`config.mk`:
```
export PLATFORM = sky130hd
export DESIGN_NAME = wide_split_adapter
export DESIGN_NICKNAME = d
export VERILOG_FILES = /design/src/rtl/split_pkg.sv /design/src/rtl/split_beat_ctr.sv /design/src/rtl/split_order.sv /design/src/rtl/split_gather.sv /design/src/rtl/wide_split_adapter.sv
export SDC_FILE = /design/constraint.sdc
export NUM_CORES = 1
export LEC_CHECK = 0
export CAP_MARGIN = 20
export CORE_MARGIN = 4
export CORE_UTILIZATION = 39
export CTS_CLUSTER_SIZE = 16
export DETAILED_ROUTE_END_ITERATION = 10
export HOLD_SLACK_MARGIN = 0.06
export PLACE_DENSITY = 0.78
export SYNTH_ARGS = -nofsm -noshare
export SYNTH_HDL_FRONTEND = slang
export SYNTH_SLANG_ARGS = --single-unit
```
`constraint.sdc`:
```
create_clock -name clk -period 1.5 [get_ports clk]
set_clock_uncertainty 0.2 [all_clocks]
set_input_delay 0.225 -clock clk [delete_from_list [all_inputs] [get_ports clk]]
set_output_delay 0.225 -clock clk [all_outputs]
set_load 0.005 [all_outputs]
```
`src/rtl/split_pkg.sv`:
```
package split_pkg;
    localparam int OPERAND_W = 64;

    typedef enum logic [1:0] {
        ST_IDLE   = 2'd0,
        ST_ISSUE  = 2'd1,
        ST_REPORT = 2'd2
    } split_state_e;
endpackage

```
`src/rtl/split_beat_ctr.sv`:
```
// Holds the aligned base address and the beat index; derives the beat address.
module split_beat_ctr #(
    parameter int ADDR_W = 32,
    parameter int PORT_W = 32
) (
    input  logic                                  clk,
    input  logic                                  rst,
    input  logic                                  load,
    input  logic                                  step,
    input  logic [ADDR_W-1:0]                     base_in,
    output logic [$clog2(64/PORT_W)-1:0]          idx,
    output logic [ADDR_W-1:0]                     addr
);
    localparam int NBEATS = 64 / PORT_W;
    localparam int IDX_W  = $clog2(NBEATS);
    localparam int STEP_B = PORT_W / 8;

    logic [ADDR_W-1:0] base_q;

    always_ff @(posedge clk) begin
        if (rst) begin
            base_q <= '0;
            idx    <= '0;
        end else if (load) begin
            base_q <= base_in & ~ADDR_W'(7);
            idx    <= '0;
        end else if (step) begin
            idx    <= idx + IDX_W'(1);
        end
    end

    assign addr = base_q + ADDR_W'(idx) * ADDR_W'(STEP_B);
endmodule

```
`src/rtl/split_order.sv`:
```
// Maps a beat index to an operand slot by endianness and selects that slice.
module split_order #(
    parameter int PORT_W = 32
) (
    input  logic [$clog2(64/PORT_W)-1:0] idx,
    input  logic                         big_end,
    input  logic [63:0]                  operand,
    output logic [$clog2(64/PORT_W)-1:0] slot,
    output logic [PORT_W-1:0]            slice
);
    localparam int NBEATS = 64 / PORT_W;
    localparam int IDX_W  = $clog2(NBEATS);

    logic [PORT_W-1:0] parts [NBEATS];

    for (genvar g = 0; g < NBEATS; g++) begin : g_part
        assign parts[g] = operand[g*PORT_W +: PORT_W];
    end

    assign slot  = big_end ? (IDX_W'(NBEATS - 1) - idx) : idx;
    assign slice = parts[slot];
endmodule

```
`src/rtl/split_gather.sv`:
```
// Collects returned read slices into their operand slots.
module split_gather #(
    parameter int PORT_W = 32
) (
    input  logic                         clk,
    input  logic                         rst,
    input  logic                         clear,
    input  logic                         capture,
    input  logic [$clog2(64/PORT_W)-1:0] slot,
    input  logic [PORT_W-1:0]            din,
    output logic [63:0]                  dout
);
    localparam int NBEATS = 64 / PORT_W;
    localparam int IDX_W  = $clog2(NBEATS);

    for (genvar g = 0; g < NBEATS; g++) begin : g_slot
        always_ff @(posedge clk) begin
            if (rst || clear) begin
                dout[g*PORT_W +: PORT_W] <= '0;
            end else if (capture && (slot == IDX_W'(g))) begin
                dout[g*PORT_W +: PORT_W] <= din;
            end
        end
    end
endmodule

```
`src/rtl/wide_split_adapter.sv`:
```
module wide_split_adapter
    import split_pkg::*;
#(
    parameter int ADDR_W = 32,
    parameter int PORT_W = 32
) (
    input  logic              clk,
    input  logic              rst,
    input  logic              req_start,
    input  logic              req_write,
    input  logic              req_big_end,
    input  logic [ADDR_W-1:0] req_addr,
    input  logic [63:0]       req_wdata,
    output logic              done,
    output logic              done_err,
    output logic [63:0]       rdata,
    output logic              bus_valid,
    output logic              bus_write,
    output logic [ADDR_W-1:0] bus_addr,
    output logic [PORT_W-1:0] bus_wdata,
    input  logic [PORT_W-1:0] bus_rdata,
    input  logic              bus_ack,
    input  logic              bus_err
);
    localparam int NBEATS = OPERAND_W / PORT_W;
    localparam int IDX_W  = $clog2(NBEATS);

    split_state_e state_q, state_d;

    logic             wr_q, big_q, err_q;
    logic [63:0]      op_q;
    logic [IDX_W-1:0] idx, slot;
    logic             accept, beat_ok, beat_err, last_beat;

    assign accept    = (state_q == ST_IDLE) && req_start;
    assign beat_err  = (state_q == ST_ISSUE) && bus_err;
    assign beat_ok   = (state_q == ST_ISSUE) && bus_ack && !bus_err;
    assign last_beat = (idx == IDX_W'(NBEATS - 1));

    // State register
    always_ff @(posedge clk) begin
        if (rst) begin
            state_q <= ST_IDLE;
        end else begin
            state_q <= state_d;
        end
    end

    // Transitions: Accept, Finish, Release
    always_comb begin
        state_d = state_q;
        unique case (state_q)
            ST_IDLE:   if (accept) state_d = ST_ISSUE;
            ST_ISSUE:  if (beat_err || (beat_ok && last_beat)) state_d = ST_REPORT;
            ST_REPORT: state_d = ST_IDLE;
            default:   state_d = ST_IDLE;
        endcase
    end

    // Request latch and error flag
    always_ff @(posedge clk) begin
        if (rst) begin
            wr_q  <= 1'b0;
            big_q <= 1'b0;
            op_q  <= '0;
            err_q <= 1'b0;
        end else if (accept) begin
            wr_q  <= req_write;
            big_q <= req_big_end;
            op_q  <= req_wdata;
            err_q <= 1'b0;
        end else if (beat_err) begin
            err_q <= 1'b1;
        end
    end

    // Outputs
    always_comb begin
        bus_valid = 1'b0;
        done      = 1'b0;
        done_err  = 1'b0;
        unique case (state_q)
            ST_IDLE:   ;
            ST_ISSUE:  bus_valid = 1'b1;
            ST_REPORT: begin
                done     = 1'b1;
                done_err = err_q;
            end
            default:   ;
        endcase
    end

    assign bus_write = wr_q;

    split_beat_ctr #(.ADDR_W(ADDR_W), .PORT_W(PORT_W)) u_ctr (
        .clk     (clk),
        .rst     (rst),
        .load    (accept),
        .step    (beat_ok),
        .base_in (req_addr),
        .idx     (idx),
        .addr    (bus_addr)
    );

    split_order #(.PORT_W(PORT_W)) u_order (
        .idx     (idx),
        .big_end (big_q),
        .operand (op_q),
        .slot    (slot),
        .slice   (bus_wdata)
    );

    split_gather #(.PORT_W(PORT_W)) u_gather (
        .clk     (clk),
        .rst     (rst),
        .clear   (accept),
        .capture (beat_ok && !wr_q),
        .slot    (slot),
        .din     (bus_rdata),
        .dout    (rdata)
    );
endmodule

```
Yosys cells after proc, flatten, opt, wreduce, memory -nomap -nowiden
Cells that the tools add are included.
- latch bits: 0
- RAM bits: 0
- register bits: 163
- bits in read-only memories: 0
- word-level logic and storage cells: 44
- memories kept: 0
- output and inout port bits: 132
- multiply operators: 0
- divide/modulo/power cells: 0
- bitwise gates (word level): 2
- $add $sub $neg: 3
- multiplexer cells: 10
- equal/unequal tests: 4
- order comparisons: 1
- shift-type cells: 0
- reduce and logical (&&, ||, !) cells: 15
- operators by type and width (kind ; count):
    two-way mux 32 bit ; 3
    adder 32 x 3 -> 32 bit ; 1
    logical AND 1 bit ; 8
    two-way mux 1 bit ; 4
    two-way mux 2 bit ; 2
    inequality test 2 x 1 -> 1 bit, second input constant ; 2
    one-hot mux 2 bit (2 select lines) ; 1
    equality test 2 x 1 -> 1 bit, second input constant ; 1
    equality test 2 bit, second input constant ; 1
    >= comparator 2 bit, second input constant ; 1
    zero test 1 bit ; 2
    zero test 2 bit ; 1
    logical OR 1 bit ; 2
    inverter 1 -> 2 bit ; 1
    AND reduction 2 bit ; 1
    OR reduction 2 bit ; 1
    adder 1 bit, second input constant ; 1
    inverter 1 bit ; 1
    subtractor 1 bit, first input constant ; 1

Depth between registers and ports, before layout
- depth after elaboration: 7
- gate-level depth with buffers: 6
- gate-level depth less buffers: 3

By module
From an unflattened synthesis, not the netlist that was laid out.
- cells, all modules: 725
- area total of the unflattened synthesis: 7021.7 um^2
- modules (own cells, without submodules) (module ; cells each ; instances ; area an instance (um^2)):
    wide_split_adapter ; 305 ; 1 ; 3118.0
    split_gather ; 282 ; 1 ; 2359.8
    split_beat_ctr ; 101 ; 1 ; 1122.3
    split_order ; 37 ; 1 ; 421.7

Worst setup path before layout
Ideal clock, no wire load.
- kind: register to output
- start point: register u_ctr.idx
- end point: output bus_wdata[0]
- path slack: -0.186 ns
- cell stages (with the launch flop): 4
- data arrival time: 1.261 ns
- path through: dfxtp_1 xor2_2 buf_2 mux2_2
- longest elaborated chain between the ends: 6
- RTL lines (item ; line ; text):
    start, declared ; split_beat_ctr.sv:11 ; output logic [$clog2(64/PORT_W)-1:0] idx,
    start signal, assigned ; split_beat_ctr.sv:28 ; idx <= idx + IDX_W'(1);
    subtractor 1 bit ; split_order.sv:20 ; assign slot = big_end ? (IDX_W'(NBEATS - 1) - idx) : idx;
    two-way mux 1 bit (*) ; split_order.sv:20 ;
    inverter 1 -> 2 bit (not written as such) (*) ; split_order.sv:21 ; assign slice = parts[slot];
    two-way mux 32 bit (not written as such) (*) (3 in a row) ; split_order.sv:21 ;
    end, declared ; wide_split_adapter.sv:20 ; output logic [PORT_W-1:0] bus_wdata,
Every way passes the cells marked *; elsewhere a longest branch is shown, timed or not. The select of a mux whose other input is x is not followed.

Worst setup path in the final report
- start point: register u_ctr.idx
- end point: output bus_wdata[9]
The elaborated chain is that of the path after synthesis.

==> flow_summary.json <==
{
  "max_freq_mhz": 441,
  "critPathTopFamily": "buffers and inverters",
  "synth_adder_area_share_pct": 0,
  "slew_headroom_pct": 53.8,
  "cap_violations": 0,
  "hpwl_um": 13700,
  "status": "finished with violations",
  "syn_inst": 726,
  "p_int_mw": 8.61,
  "drtIter0Drc": 382,
  "leakagePower_nw": 5.90,
  "synth.avg_cell_area_um2": 8.79,
  "cts_hold_buf": 0,
  "track_usage_pct": 30.3,
  "ys_seq_area_share_pct": 51.1,
  "worstHoldPathType": "input pin to register",
  "synthMuxAreaShare_pct": 15.7,
  "finalPower_mw": 12.2,
  "vdd_ir_drop_max_mv": 0.823,
  "ys_types": 23,
  "port_buffers": 261,
  "syn_area_um2": 6380,
  "timing.final.ws_setup_ps": -766,
  "dpl_cell_area_um2": 9470,
  "clock-sinks": 163,
  "clkPwrFrac_pct": 36.8,
  "clockBufferDepth": 2,
  "power.share.sequential_pct": 38.5,
  "rows": 46,
  "worst_hold_slack_ps": 145,
  "cts-htree-levels": 4,
  "pwr_density_cell_nw_per_um2": 920,
  "endpoint_kind": "primary output",
  "grt-ovfl-total": 0,
  "post-route-drc-count": 0,
  "grt_pass1_wl_um": 42500,
  "wl_per_cell_um": 25.5,
  "setup_viol": 197,
  "seq_area_um2": 3300,
  "cp-start-kind": "register",
  "core_um2": 15900,
  "vias_per_cell": 5.62,
  "slowest_stage": "dfxtp_4",
  "die_w_um": 136,
  "crit_path_frequent_cell": "buf_6",
  "clk_pin_slew_ps": 70,
  "synth_compound_area_share_pct": 7.68,
  "cp_cell_sequence": "xor2_4 > buf_6 > buf_12 > mux2_4 > buf_6",
  "nNetsFinal": 1175,
  "area_growth_syn_to_layout_pct": 108,
  "combPwrFrac_pct": 24.6,
  "final_cell_area_um2": 13300,
  "cpPeakStageDelay_ps": 380,
  "power_switching_mw": 3.59,
  "synthSimpleGateAreaFrac_pct": 20.0,
  "finalWirelength_um": 32400,
  "ys_warn_count": 0,
  "die_area_um2": 18500,
  "die_h_um": 136,
  "boundaryPins": 267,
  "hold_viol": 0,
  "fin_crit_sh_pct": 151,
  "gp_congestion": 0.781,
  "critPathKind": "register to primary output",
  "sw_frac_of_total_pct": 29.4,
  "tritoncts": "yes",
  "start_util_pct": 40.0,
  "fill_cells": 788,
  "required_ps": 1070,
  "multi_input_area_um2": 4720,
  "synth_xor_area_share_pct": 0.392,
  "grt_pass1_vias": 7345,
  "grt_max_degree": 100,
  "slew_viol_final": 0,
  "grt_setup_unrepaired": "true",
  "cp.buffers_inverters": 3,
  "period_needed_ps": 2270,
  "insertion_delay_ps": 430,
  "clockRootBuffer": "clkbuf_16",
  "mostFrequentLayoutCells": "143 x dfxtp_1, 130 x clkdlybuf4s50_1, 119 x nand2_4",
  "route.vias.total": 7150,
  "violations": "negative setup slack",
  "critPathMaxFanout": 7,
  "dr.pass1.iters": 5,
  "drive_gt1_share_pct": 50.3,
  "ant_nets": 0,
  "grt_antenna_before_repair": 3,
  "synth_top_family_by_area": "simple AND/OR/NAND/NOR gates",
  "ys_ff_latch": 163,
  "final_common_cell": "dfxtp_1",
  "final_util_pct": 83.2,
  "dp_cells": 1167,
  "tightest_slew_ps": 693,
  "arrival_ps": 1840,
  "fin_cells": 1272,
  "cts_buffers": 17
}
[path summary, 6_finish.rpt]
kind                                      from                              to  slack, ps  cells after the start
setup / recovery        u_ctr.idx$_SDFFE_PP0N_                    bus_wdata[9]       -770                      5
hold / removal                             rst  u_gather.dout[59]$_SDFFE_PP0P_        150                      5
setup reg to reg       state_q[1]$_SDFFE_PP0P_  u_gather.dout[16]$_SDFFE_PP0P_       -420                      6
hold reg to reg   u_ctr.base_q[8]$_SDFFE_PP0P_    u_ctr.base_q[8]$_SDFFE_PP0P_        260                      2
[synthesized netlist by cell type]
cell type,count,area [µm²]
and2_1,1,6.26
dfxtp_1,163,3260
clkinv_1,1,3.75
mux2_2,32,360
nor2b_1,2,12.5
nor3b_1,3,22.5
xor2_2,1,16.3
nand3b_1,1,7.51
buf_6,3,33.8
nand2_1,190,713
nand3_1,96,480
xnor2_1,1,8.76
a21oi_1,98,490
clkbuf_1,37,139
mux2i_1,64,641
nor2_1,1,3.75
or3b_2,1,8.76
conb_1,1,3.75
buf_2,17,85.1
nor3_1,2,10.0
buf_1,4,15.0
buf_4,6,45.0
and4bb_2,1,12.5
[flip-flops by register name, summed over array words and instances (netlist names)]
signal	count
u_gather.dout	64
op_q	64
u_ctr.idx	1
big_q	1
u_ctr.base_q	29
bus_write	1
err_q	1
state_q	2
[stage by stage]
step	TNS, ps	worst slack, ps
finish	-72370	-766
global route	-80000	-808
CTS	-66850	-801
detailed placement	-81790	-593
global placement	-78930	-548
floorplan	-2110	-54.1
[power groups by stage]
| stage | combinational (mW) | sequential (mW) | clock [mW] |
|---|---|---|---|
| 4_1_cts | 2.61 | 4.65 | 4.41 |
| 6_report | 3.01 | 4.70 | 4.50 |
| 2_1_floorplan | 0.738 | 4.68 | 0 |
| 5_1_grt | 3.11 | 4.71 | 4.68 |
| 3_3_place_gp | 1.52 | 4.71 | 0 |
| 3_5_place_dp | 1.55 | 4.71 | 0 |
[repair_timing]
action	in CTS	in global routing
setup buffers	33	6
pin swaps	186	132
gates resized for setup	566	279
endpoints found under the setup margin	291	215
cloned	40	3
[per-layer routing]
layer / up-vias / GRT usage, % / part of all wire [%]
met3: 125 / 8.18 / 7.4
li1: 3114 / - / -
met1: 3523 / 32.7 / 35
met2: 388 / 54.1 / 52
met4: 0 / 15.7 / 5.8
met5: - / 0 / 0
[final cells by class]
cell class                      count  area share (%)
Multi-Input combinational cell    499            35.5
Timing Repair Buffer              358            33.1
Sequential cell                   163            24.9
Clock buffer                       18            3.23
Tap cell                          216            2.04
Clock inverter                     14            1.14
Antenna cell                        3          0.0566
Inverter                            1          0.0283
[worst min-delay path, stage by stage]
cell and delay, ps:
buf_4 100, inv_2 70, buf_12 180, nand3_4 100
mux2i_1 50
[cells by family (layout without fill, tap and decap cells)]
| family | count (synthesis) | count (layout) |
|---|---|---|
| other cells | 1 | 5 |
| buf+inv | 68 | 391 |
| mux | 96 | 96 |
| simple gates | 298 | 301 |
| compound gates | 98 | 98 |
| flops | 163 | 163 |
| xor+xnor | 2 | 2 |
Power figures use the tool's default switching activity.
